[src/rtl/ctlrf_pkg.sv]
package ctlrf_pkg;
  localparam int BYTE_W  = 8;
  localparam int FIELD_W = 3;
  localparam int TEST_W  = 4;

  typedef struct packed {
    logic [FIELD_W-1:0] line_sel;
    logic               key_en;
    logic [FIELD_W-1:0] mic1;
    logic [FIELD_W-1:0] mic2;
    logic [TEST_W-1:0]  test;
    logic [FIELD_W-1:0] dly;
    logic [FIELD_W-1:0] echo;
    logic [FIELD_W-1:0] fb;
  } ctl_regs_t;

  typedef enum logic [2:0] {
    I_IDLE, I_ADDR, I_SUB, I_DATA, I_ACK, I_SKIP
  } i2c_st_t;

  localparam logic [BYTE_W-1:0] SUB_LINE = 8'h01;
  localparam logic [BYTE_W-1:0] SUB_MIC  = 8'h02;
  localparam logic [BYTE_W-1:0] SUB_DLY  = 8'h03;
  localparam logic [BYTE_W-1:0] SUB_FB   = 8'h04;
endpackage

[src/rtl/ctlrf_pin_sync.sv]
module ctlrf_pin_sync #(
  parameter int N      = 3,
  parameter int STAGES = 2
) (
  input  logic         clk,
  input  logic         rst_n,
  input  logic [N-1:0] pin_i,
  output logic [N-1:0] lvl_o,
  output logic [N-1:0] rise_o,
  output logic [N-1:0] fall_o
);
  localparam int DEPTH = STAGES + 1;

  for (genvar g = 0; g < N; g++) begin : g_pin
    logic [DEPTH-1:0] sh_q;
    logic [DEPTH-1:0] sh_d;

    always_comb sh_d = {sh_q[DEPTH-2:0], pin_i[g]};

    always_ff @(posedge clk or negedge rst_n) begin
      if (!rst_n) sh_q <= '0;
      else        sh_q <= sh_d;
    end

    assign lvl_o[g]  = sh_q[STAGES-1];
    assign rise_o[g] = sh_q[STAGES-1] & ~sh_q[STAGES];
    assign fall_o[g] = ~sh_q[STAGES-1] & sh_q[STAGES];
  end
endmodule

[src/rtl/ctlrf_i2c_rx.sv]
module ctlrf_i2c_rx
  import ctlrf_pkg::*;
#(
  parameter logic [6:0] DEV_ADDR = 7'h1C
) (
  input  logic              clk,
  input  logic              rst_n,
  input  logic              en_i,
  input  logic              scl_lvl_i,
  input  logic              scl_rise_i,
  input  logic              scl_fall_i,
  input  logic              sda_lvl_i,
  input  logic              sda_rise_i,
  input  logic              sda_fall_i,
  output logic              ack_o,
  output logic              wr_o,
  output logic [BYTE_W-1:0] sub_o,
  output logic [BYTE_W-1:0] data_o
);
  localparam int CNT_W = $clog2(BYTE_W + 1);
  localparam logic [CNT_W-1:0] FULL = CNT_W'(BYTE_W);
  localparam logic [BYTE_W-1:0] ADDR_WR = {DEV_ADDR, 1'b0};

  i2c_st_t           st_q, st_d, nxt_q, nxt_d;
  logic [CNT_W-1:0]  cnt_q, cnt_d;
  logic [BYTE_W-1:0] sh_q, sh_d, sub_q, sub_d, dat_q, dat_d;
  logic              ack_q, ack_d, wr_q, wr_d;
  logic              start_c, stop_c, rx_st;

  assign start_c = scl_lvl_i & sda_fall_i;
  assign stop_c  = scl_lvl_i & sda_rise_i;
  assign rx_st   = (st_q == I_ADDR) || (st_q == I_SUB) || (st_q == I_DATA);

  always_comb begin
    st_d  = st_q;
    nxt_d = nxt_q;
    cnt_d = cnt_q;
    sh_d  = sh_q;
    sub_d = sub_q;
    dat_d = dat_q;
    ack_d = ack_q;
    wr_d  = 1'b0;
    if (!en_i) begin
      st_d  = I_IDLE;
      cnt_d = '0;
      ack_d = 1'b0;
    end else if (start_c) begin
      st_d  = I_ADDR;
      cnt_d = '0;
      ack_d = 1'b0;
    end else if (stop_c) begin
      st_d  = I_IDLE;
      cnt_d = '0;
      ack_d = 1'b0;
    end else begin
      if (scl_rise_i && rx_st && (cnt_q != FULL)) begin
        sh_d  = {sh_q[BYTE_W-2:0], sda_lvl_i};
        cnt_d = cnt_q + 1'b1;
      end
      if (scl_fall_i) begin
        unique case (st_q)
          I_ADDR: if (cnt_q == FULL) begin
            cnt_d = '0;
            if (sh_q == ADDR_WR) begin
              ack_d = 1'b1;
              st_d  = I_ACK;
              nxt_d = I_SUB;
            end else begin
              st_d = I_SKIP;
            end
          end
          I_SUB: if (cnt_q == FULL) begin
            cnt_d = '0;
            sub_d = sh_q;
            ack_d = 1'b1;
            st_d  = I_ACK;
            nxt_d = I_DATA;
          end
          I_DATA: if (cnt_q == FULL) begin
            cnt_d = '0;
            dat_d = sh_q;
            wr_d  = 1'b1;
            ack_d = 1'b1;
            st_d  = I_ACK;
            nxt_d = I_DATA;
          end
          I_ACK: begin
            ack_d = 1'b0;
            st_d  = nxt_q;
          end
          default: ;
        endcase
      end
    end
  end

  always_ff @(posedge clk or negedge rst_n) begin
    if (!rst_n) begin
      st_q  <= I_IDLE;
      nxt_q <= I_IDLE;
      cnt_q <= '0;
      sh_q  <= '0;
      sub_q <= '0;
      dat_q <= '0;
      ack_q <= 1'b0;
      wr_q  <= 1'b0;
    end else begin
      st_q  <= st_d;
      nxt_q <= nxt_d;
      cnt_q <= cnt_d;
      sh_q  <= sh_d;
      sub_q <= sub_d;
      dat_q <= dat_d;
      ack_q <= ack_d;
      wr_q  <= wr_d;
    end
  end

  assign ack_o  = ack_q;
  assign wr_o   = wr_q;
  assign sub_o  = sub_q;
  assign data_o = dat_q;
endmodule

[src/rtl/ctlrf_tw_rx.sv]
module ctlrf_tw_rx
  import ctlrf_pkg::*;
#(
  parameter logic [BYTE_W-1:0] TW_ADDR = 8'hA5
) (
  input  logic              clk,
  input  logic              rst_n,
  input  logic              ce_lvl_i,
  input  logic              ce_rise_i,
  input  logic              ce_fall_i,
  input  logic              scl_rise_i,
  input  logic              sda_lvl_i,
  output logic              wr_o,
  output logic [BYTE_W-1:0] sub_o,
  output logic [BYTE_W-1:0] data_o
);
  localparam int FRAME_BITS = 3 * BYTE_W;
  localparam int CNT_W = $clog2(FRAME_BITS + 2);
  localparam logic [CNT_W-1:0] FRAME_CNT = CNT_W'(FRAME_BITS);
  localparam logic [CNT_W-1:0] OVER_CNT  = CNT_W'(FRAME_BITS + 1);

  logic [FRAME_BITS-1:0] sh_q, sh_d;
  logic [CNT_W-1:0]      cnt_q, cnt_d;

  always_comb begin
    sh_d  = sh_q;
    cnt_d = cnt_q;
    if (ce_rise_i) begin
      sh_d  = '0;
      cnt_d = '0;
    end else if (ce_lvl_i && scl_rise_i) begin
      sh_d = {sh_q[FRAME_BITS-2:0], sda_lvl_i};
      if (cnt_q != OVER_CNT) cnt_d = cnt_q + 1'b1;
    end
  end

  always_ff @(posedge clk or negedge rst_n) begin
    if (!rst_n) begin
      sh_q  <= '0;
      cnt_q <= '0;
    end else begin
      sh_q  <= sh_d;
      cnt_q <= cnt_d;
    end
  end

  assign wr_o   = ce_fall_i && (cnt_q == FRAME_CNT) &&
                  (sh_q[FRAME_BITS-1 -: BYTE_W] == TW_ADDR);
  assign sub_o  = sh_q[2*BYTE_W-1 -: BYTE_W];
  assign data_o = sh_q[BYTE_W-1:0];
endmodule

[src/rtl/ctlrf_regfile.sv]
module ctlrf_regfile
  import ctlrf_pkg::*;
(
  input  logic              clk,
  input  logic              rst_n,
  input  logic              wr_i,
  input  logic [BYTE_W-1:0] sub_i,
  input  logic [BYTE_W-1:0] data_i,
  output ctl_regs_t         regs_o
);
  ctl_regs_t regs_q, regs_d;

  always_comb begin
    regs_d = regs_q;
    if (wr_i) begin
      unique case (sub_i)
        SUB_LINE: begin
          regs_d.line_sel = data_i[7:5];
          regs_d.key_en   = data_i[4];
          regs_d.mic1     = data_i[2:0];
        end
        SUB_MIC: begin
          regs_d.mic2 = data_i[6:4];
          regs_d.test = data_i[3:0];
        end
        SUB_DLY: begin
          regs_d.dly  = data_i[6:4];
          regs_d.echo = data_i[2:0];
        end
        SUB_FB:  regs_d.fb = data_i[6:4];
        default: ;
      endcase
    end
  end

  always_ff @(posedge clk or negedge rst_n) begin
    if (!rst_n) regs_q <= '0;
    else        regs_q <= regs_d;
  end

  assign regs_o = regs_q;
endmodule

[src/rtl/ctlrf_top.sv]
module ctlrf_top
  import ctlrf_pkg::*;
#(
  parameter logic [6:0]        DEV_ADDR    = 7'h1C,
  parameter logic [BYTE_W-1:0] TW_ADDR     = 8'hA5,
  parameter int                SYNC_STAGES = 2
) (
  input  logic               clk,
  input  logic               rst_n,
  input  logic               ce_i,
  input  logic               scl_i,
  input  logic               sda_i,
  output logic               sda_oe_o,
  output logic [FIELD_W-1:0] line_sel_o,
  output logic               key_en_o,
  output logic [FIELD_W-1:0] mic1_gain_o,
  output logic [FIELD_W-1:0] mic2_gain_o,
  output logic [TEST_W-1:0]  test_o,
  output logic [FIELD_W-1:0] delay_o,
  output logic [FIELD_W-1:0] echo_gain_o,
  output logic [FIELD_W-1:0] fb_gain_o
);
  localparam int PIN_CE = 2, PIN_SDA = 1, PIN_SCL = 0;

  logic [1:0] rst_sq;
  logic       rst_sn;
  always_ff @(posedge clk or negedge rst_n) begin
    if (!rst_n) rst_sq <= 2'b00;
    else        rst_sq <= {rst_sq[0], 1'b1};
  end
  assign rst_sn = rst_sq[1];

  logic [2:0] p_lvl, p_rise, p_fall;
  ctlrf_pin_sync #(.N(3), .STAGES(SYNC_STAGES)) u_sync (
    .clk(clk), .rst_n(rst_sn), .pin_i({ce_i, sda_i, scl_i}),
    .lvl_o(p_lvl), .rise_o(p_rise), .fall_o(p_fall)
  );

  logic ce_lvl, scl_fall;
  assign ce_lvl   = p_lvl[PIN_CE];
  assign scl_fall = p_fall[PIN_SCL];

  logic              i2c_wr, tw_wr, wr_any;
  logic [BYTE_W-1:0] i2c_sub, i2c_dat, tw_sub, tw_dat, sub_sel, dat_sel;

  ctlrf_i2c_rx #(.DEV_ADDR(DEV_ADDR)) u_i2c (
    .clk(clk), .rst_n(rst_sn), .en_i(~ce_lvl),
    .scl_lvl_i(p_lvl[PIN_SCL]), .scl_rise_i(p_rise[PIN_SCL]), .scl_fall_i(scl_fall),
    .sda_lvl_i(p_lvl[PIN_SDA]), .sda_rise_i(p_rise[PIN_SDA]), .sda_fall_i(p_fall[PIN_SDA]),
    .ack_o(sda_oe_o), .wr_o(i2c_wr), .sub_o(i2c_sub), .data_o(i2c_dat)
  );

  ctlrf_tw_rx #(.TW_ADDR(TW_ADDR)) u_tw (
    .clk(clk), .rst_n(rst_sn), .ce_lvl_i(ce_lvl),
    .ce_rise_i(p_rise[PIN_CE]), .ce_fall_i(p_fall[PIN_CE]),
    .scl_rise_i(p_rise[PIN_SCL]), .sda_lvl_i(p_lvl[PIN_SDA]),
    .wr_o(tw_wr), .sub_o(tw_sub), .data_o(tw_dat)
  );

  assign wr_any  = tw_wr | i2c_wr;
  assign sub_sel = tw_wr ? tw_sub : i2c_sub;
  assign dat_sel = tw_wr ? tw_dat : i2c_dat;

  ctl_regs_t regs_q;
  ctlrf_regfile u_rf (
    .clk(clk), .rst_n(rst_sn), .wr_i(wr_any),
    .sub_i(sub_sel), .data_i(dat_sel), .regs_o(regs_q)
  );

  assign line_sel_o  = regs_q.line_sel;
  assign key_en_o    = regs_q.key_en;
  assign mic1_gain_o = regs_q.mic1;
  assign mic2_gain_o = regs_q.mic2;
  assign test_o      = regs_q.test;
  assign delay_o     = regs_q.dly;
  assign echo_gain_o = regs_q.echo;
  assign fb_gain_o   = regs_q.fb;
endmodule

[config.mk]
export PLATFORM = sky130hd
export DESIGN_NAME = ctlrf_top
export DESIGN_NICKNAME = d
export VERILOG_FILES = /design/src/rtl/ctlrf_pkg.sv /design/src/rtl/ctlrf_pin_sync.sv /design/src/rtl/ctlrf_i2c_rx.sv /design/src/rtl/ctlrf_tw_rx.sv /design/src/rtl/ctlrf_regfile.sv /design/src/rtl/ctlrf_top.sv
export SDC_FILE = /design/constraint.sdc
export NUM_CORES = 1
export LEC_CHECK = 0
export ABC_CLOCK_PERIOD_IN_PS = 3600
export BUFFER_PORTS_ARGS = -buffer_cell sky130_fd_sc_hd__buf_2
export CAP_MARGIN = 20
export CORE_MARGIN = 2
export CORE_UTILIZATION = 40
export DETAILED_ROUTE_END_ITERATION = 12
export SLEW_MARGIN = 20
export SYNTH_ARGS = -nofsm -noshare
export SYNTH_HDL_FRONTEND = slang
export SYNTH_SLANG_ARGS = --single-unit
[constraint.sdc]
create_clock -name clk -period 3.6 [get_ports clk]
set_clock_uncertainty 0.15 [all_clocks]
set_input_delay 0.18 -clock clk [delete_from_list [all_inputs] [get_ports clk]]
set_output_delay 0.18 -clock clk [all_outputs]
set_load 0.1 [all_outputs]
# [Yosys cells after proc, flatten, opt, wreduce, memory -nomap -nowiden]
# Index checks and enable logic that the tools add are counted.
[totals] mem_bits_rw=0 output_inout_bits=24 rom_bits=0 in_bits=5 n_memories=0 register_bits=99 latch_bits=0
[classes] addsub=2 magnitude_cmp=0 reduce_logical=25 shifts=0 div=0 n_bitwise=17 eq_ne=20 n_mux=40 n_mul=0
[op_table] op="24-bit two-way mux" n=2
[op_table] op="4-bit two-way mux" n=7
[op_table] op="3-bit two-way mux" n=9
[op_table] op="8-bit by 2-bit == test with 1-bit output (second input constant)" n=2
[op_table] op="8-bit two-way mux" n=2
[op_table] op="5-bit two-way mux" n=3
[op_table] op="1-bit two-way mux" n=14
[op_table] op="6-bit AND reduction" n=2
[op_table] op="5-bit by 3-bit != test with 1-bit output (second input constant)" n=2
[op_table] op="2-bit AND reduction" n=5
[op_table] op="3-bit case mux with 3 select lines" n=1
[op_table] op="1-bit bitwise AND" n=8
[op_table] op="8-bit by 1-bit == test with 1-bit output (second input constant)" n=1
[op_table] op="8-bit by 3-bit == test with 1-bit output (second input constant)" n=1
[op_table] op="8-bit by 6-bit == test with 1-bit output (second input constant)" n=1
[op_table] op="8-bit == test (second input constant)" n=1
[op_table] op="1-bit inverter" n=8
[op_table] op="4-bit AND reduction" n=2
[op_table] op="8-bit AND reduction" n=1
[op_table] op="3-bit by 2-bit == test with 1-bit output (second input constant)" n=2
[op_table] op="3-bit case mux with 2 select lines" n=1
[op_table] op="2-bit nonzero test" n=3
[op_table] op="6-bit nonzero test" n=1
[op_table] op="5-bit by 1-bit adder with 5-bit output (second input constant)" n=1
[op_table] op="18 further kinds" n=24

# [Depth between registers and ports, before layout]
[logic_depth] word_depth=12 depth_mapped=8 ltp_nobuf=7

# [By module]
# From an unflattened synthesis, not the netlist that was laid out.
[unflattened] hier_cells=377 hier_area_um2=4561.9
[modules_own_cells] mod="ctlrf_i2c_rx" area_each_um2=1616.6 n_inst=1 cells_each=123
[modules_own_cells] mod="ctlrf_tw_rx" area_each_um2=1417.6 n_inst=1 cells_each=157
[modules_own_cells] mod="ctlrf_regfile" area_each_um2=933.4 n_inst=1 cells_each=56
[modules_own_cells] mod="ctlrf_top" area_each_um2=309.0 n_inst=1 cells_each=23
[modules_own_cells] mod="ctlrf_pin_sync" area_each_um2=285.3 n_inst=1 cells_each=18

# [Worst setup path before layout]
# No wires, ideal clock.
[synth_path] path_kind="register to register" from="reg u_i2c.cnt_q[0]" to="reg u_i2c.sub_q[0], in the netlist u_i2c.sub_o[0]" t_arrival_ns=1.926 path_slack_ns=1.399 path_stages_with_launch=9 setup_ns=0.125 required_time_ns=3.325 cell_sequence="dfrtp_1 -> inv_1 -> ha_1 -> and3b_1 -> nand2_1 -> or4_4 -> nand2b_1 -> buf_6 -> mux2_4"
[synth_between] elab_chain_cells=2
[synth_rtl] element="from (decl)" line_no="ctlrf_i2c_rx.sv:25" text="logic [CNT_W-1:0] cnt_q, cnt_d;"
[synth_rtl] element="from (signal assigned)" line_no="ctlrf_i2c_rx.sv:110" text="cnt_q <= cnt_d;"
[synth_rtl] element="4-bit == test" line_no="ctlrf_i2c_rx.sv:72" text="I_SUB: if (cnt_q == FULL) begin"
[synth_rtl] element="6-bit AND reduction (no source line)"
[synth_rtl] element="to (signal assigned)" line_no="ctlrf_i2c_rx.sv:112" text="sub_q <= sub_d;"
[synth_rtl] element="to (decl)" line_no="ctlrf_i2c_rx.sv:26" text="logic [BYTE_W-1:0] sh_q, sh_d, sub_q, sub_d, dat_q, dat_d;"
# No other way between the ends.
# A chain may end at the register's enable or synchronous reset.

# [Worst setup path after layout]
# Ends and elaborated chain as after synthesis.

==> summary.md <==
| Metric | Value |
|---|---|
| Outcome | completed |
| Gr usage total | 15.9% |
| Total congestion overflow | 0 |
| RR Startpoint | u_i2c.cnt_q[0] |
| DR iter-0 viols | 134 |
| Syn nets | 386 |
| Share of cells above drive strength 1 | 22.0% |
| Seq. cell area | 2460 um^2 |
| Largest family of logic cells by synthesized area | simple AND/OR/NAND/NOR gates |
| Antenna-violating nets left | 0 |
| Fmax | 396 MHz |
| Starting Density | 41.4% |
| CP max stage cell | or4_4 |
| TritonCTS Buffers | 9 |
| Power, Total | 1.96 mW |
| Clock sink total | 98 |
| Most common cell in the netlist | dfrtp_1 |
| Max_slew headroom | 47.9% |
| Max-slew violations | 0 |
| Seq/Total Area, Yosys | 57.1% |
| Simple-gate share of the synthesized area | 16.5% |
| Largest net degree at the start of global routing | 52 |
| Final period util | 70.1% |
| Clk root buf | clkbuf_8 |
| Post-Syn Instances | 376 |
| Post-DP HPWL | 5870 um |
| Synth Register Bits | 98 |
| CTS tree | done |
| CP endpoint kind | flip-flop |
| Post-synth EDFFs | 0 |
| First-pass GRT wire length | 14,500 um |
| Worst hold path startpoint | u_sync.g_pin[2].sh_q[0] |
| Setup CP Type | flip-flop to flip-flop |
| Crit path max-delay family | simple AND/OR/NAND/NOR gates |
| Commonest cells post-synth | 98 x dfrtp_1, 63 x nand2_1, 28 x a21oi_1, 19 x nor2_1 |
| Final setup fails | 0 |
| Die area | 11,600 um^2 |
| Nature of the critical path startpoint | flip-flop |
| Die Height | 108 um |
| Cell taking the most area after synthesis | dfrtp_1 |
| Slew @ Worst Pin | 779 ps |
| Share of synthesized flip-flops with an asynchronous set or reset | 100% |
| Peak per-stage delay on the critical path | 470 ps |
| Filler Cells Inserted | 987 |
| Leak | 2.31 nW |
| Clk_lat worst skew | 360 ps |
| Cells on worst reg2reg path | 7 |
| Inserted Diodes | 0 |
| Mapped cell area | 4300 um^2 |
| RSZ-0062 raised after global routing | no |
| Input/output buffers | 28 |
| CP required | 3690 ps |
| PD cells | 404 nW/um^2 |
| Post-synth cell types | 54 |
| Ys flop type | dfrtp_1 |
| Final Hold Fails | 0 |
| H-tree depth | 3 |
| CP cell instances | inv_1, ha_1, and3b_1, nand2_1, or4_4, nand2b_1, mux2_4 |
| GP Congestion | 0.808 |
| Nets | 425 |
| Initial antenna violation count | 0 |
| Vias in the first global route | 2,902 |
| Maxcap violations | 0 |
| Area of the multi-input gates | 1730 um^2 |
| DRT Wirelength | 8440 um |
| Crit path max fanout | 8 |
| Post-route setup TNS | 0 ps |
| Worst reg2reg endpoint | u_i2c.sub_o[0] |
| Crit path time final | 2520 ps |
| Adder-cell share of the synthesized area | 1.46% |
| CP Buf/Inv Count | 1 |
| Synth Area in XOR/XNOR | 1.22% |
| Num ports | 29 |
| Layout area overhead | 12.7% |
| Hold Path Sink | u_sync.g_pin[2].sh_q[1] |
| Die width | 108 um |
| Hold Crit Class | flip-flop to flip-flop |
| Fin area | 4840 um^2 |
| Via-to-Cell Ratio | 5.34 |
| Syn Area/Cell | 11.4 um^2 |
| Synth top area cells | dfrtp_1 57%, nand2_1 5.5%, mux2_2 4.2%, a21oi_1 3.3%, mux2_4 2.8% |
| Drt pass-1 iters | 5 |
| Mux cell area share after synthesis | 7.22% |
| Compound-gate portion of the synthesized area | 13.8% |
| Reg2reg setup slack | 1080 ps |
| Cell Rows | 37 |
| Core ar. | 10,400 um^2 |
| Clock buffer depth | 2 |
| Worst path arrival time | 2620 ps |
| Vias | 2,963 |
| Cells on Worst Hold Path | 0 |
| Max rail drop VDD | 224 uV |
| Drt drc | 0 |
| Area after DPL | 4600 um^2 |
| Top cell type's share of synthesized area | 57.1% |
| DR WL/cell | 15.2 um |
| Clk slew on worst S/H paths | 80 ps |
| Synth warn | 0 |
-- layout by cell type, fill, tap and decap left out, types with 2 or more instances in the layout --
cell           netlist  routed
dlygate4sd3_1        0       5
nor2_1              19      19
nand3_1              7       7
and3b_1              2       2
o22a_1               6       6
a21oi_2              7       7
o22ai_1              8       8
nand4bb_1            2       2
a21oi_1             28      28
o221a_2              2       2
a31oi_1              2       2
xor2_1               4       4
mux2_2              16      16
nand2b_1             2       2
clkbuf_8             0      11
xnor2_1              2       2
o21ai_0              5       5
ha_1                 5       5
clkbuf_1             8       2
nor4_1               3       3
nand2_1             63      63
nand4_1              5       5
o21a_1              13      13
nor2b_1              2       2
and2_1               2       2
buf_4                0       5
mux2_4               8       8
inv_1               16      16
o32a_1               7       7
nand3b_1             6       6
buf_2                0      28
or4_4                2       2
dfrtp_1             98      97
-- what timing repair did --
item,in CTS,in global routing
hold buffers,5,0
buffers inserted,0,0
gates resized for setup,0,0
hold endpoints to repair,5,0
-- layer usage --
layer	up-vias	global-route usage [%]	wire [um]
met3	12	3.15	300
met2	68	24.5	3960
met1	1466	22.1	4030
met4	0	5.95	157
met5	-	0	0
li1	1417	-	-
-- worst reg2reg max path, cell delays in order (launching register included) --
cell	delay (ps)
dfrtp_1	420
inv_1	70
ha_1	130
and3b_1	220
nand2_1	130
or4_4	470
nand2b_1	410
mux2_4	410
-- where the power goes --
group / switching, mW / internal [mW] / total [mW]
logic: 0.0465 / 0.0336 / 0.0802
clock network: 0.354 / 0.357 / 0.710
registers: 0.0414 / 1.13 / 1.17
total: 0.442 / 1.52 / 1.96
-- worst max path at each step --
stage	from	to	slack, ps	depth (start not counted)
floorplan	rst_sq[1]	u_i2c.ack_o	520	0
CTS	u_i2c.cnt_q[0]	u_i2c.sub_o[4]	1060	7
global route	u_i2c.cnt_q[0]	u_i2c.sub_o[4]	940	7
finish	u_i2c.cnt_q[0]	u_i2c.sub_o[0]	1080	7
detailed placement	u_i2c.cnt_q[0]	u_i2c.sub_o[6]	1070	7
global placement	u_i2c.cnt_q[0]	u_i2c.sub_o[7]	1160	7
-- cells by family after synthesis --
family / Yosys count
simple gates: 130
compound gates: 85
other cells: 1
fa+ha+maj: 5
flops: 98
buf+inv: 26
xor+xnor: 6
mux: 25
-- area by class of cell --
cell class | count | share of cell area, %
Multi-Input combinational cell | 252 | 35.8
Tap cell | 136 | 3.51
Timing Repair Buffer | 38 | 4.70
Sequential cell | 98 | 50.7
Clock inverter | 2 | 0.775
Clock buffer | 13 | 3.28
Inverter | 16 | 1.24
-- per-stage QoR --
| stage | worst slack, ps | util (%) | instances | hold slack (ps) |
|---|---|---|---|---|
| floorplan | 518 | - | 376 | -266 |
| global placement | 1160 | 44.3 | 535 | -186 |
| detailed placement | 1070 | 44.3 | 535 | -182 |
| CTS | 1060 | 46.7 | 555 | 206 |
| global route | 936 | 46.7 | 555 | 212 |
| finish | 1080 | 46.7 | 555 | 203 |
-- state kept, by name, summed over array words and instances (netlist names) --
register and count:
u_tw.sh_q 24, u_rf.regs_o 23, u_sync.g_pin.sh_q 9, u_i2c.data_o 8, u_i2c.sh_q 8, u_i2c.sub_o 8, u_tw.cnt_q 5, u_i2c.cnt_q 4
u_i2c.st_q 3, rst_sq 2, u_i2c.nxt_q 2, u_i2c.ack_o 1, u_i2c.wr_o 1
No activity file was read; power rests on OpenSTA's default activity.
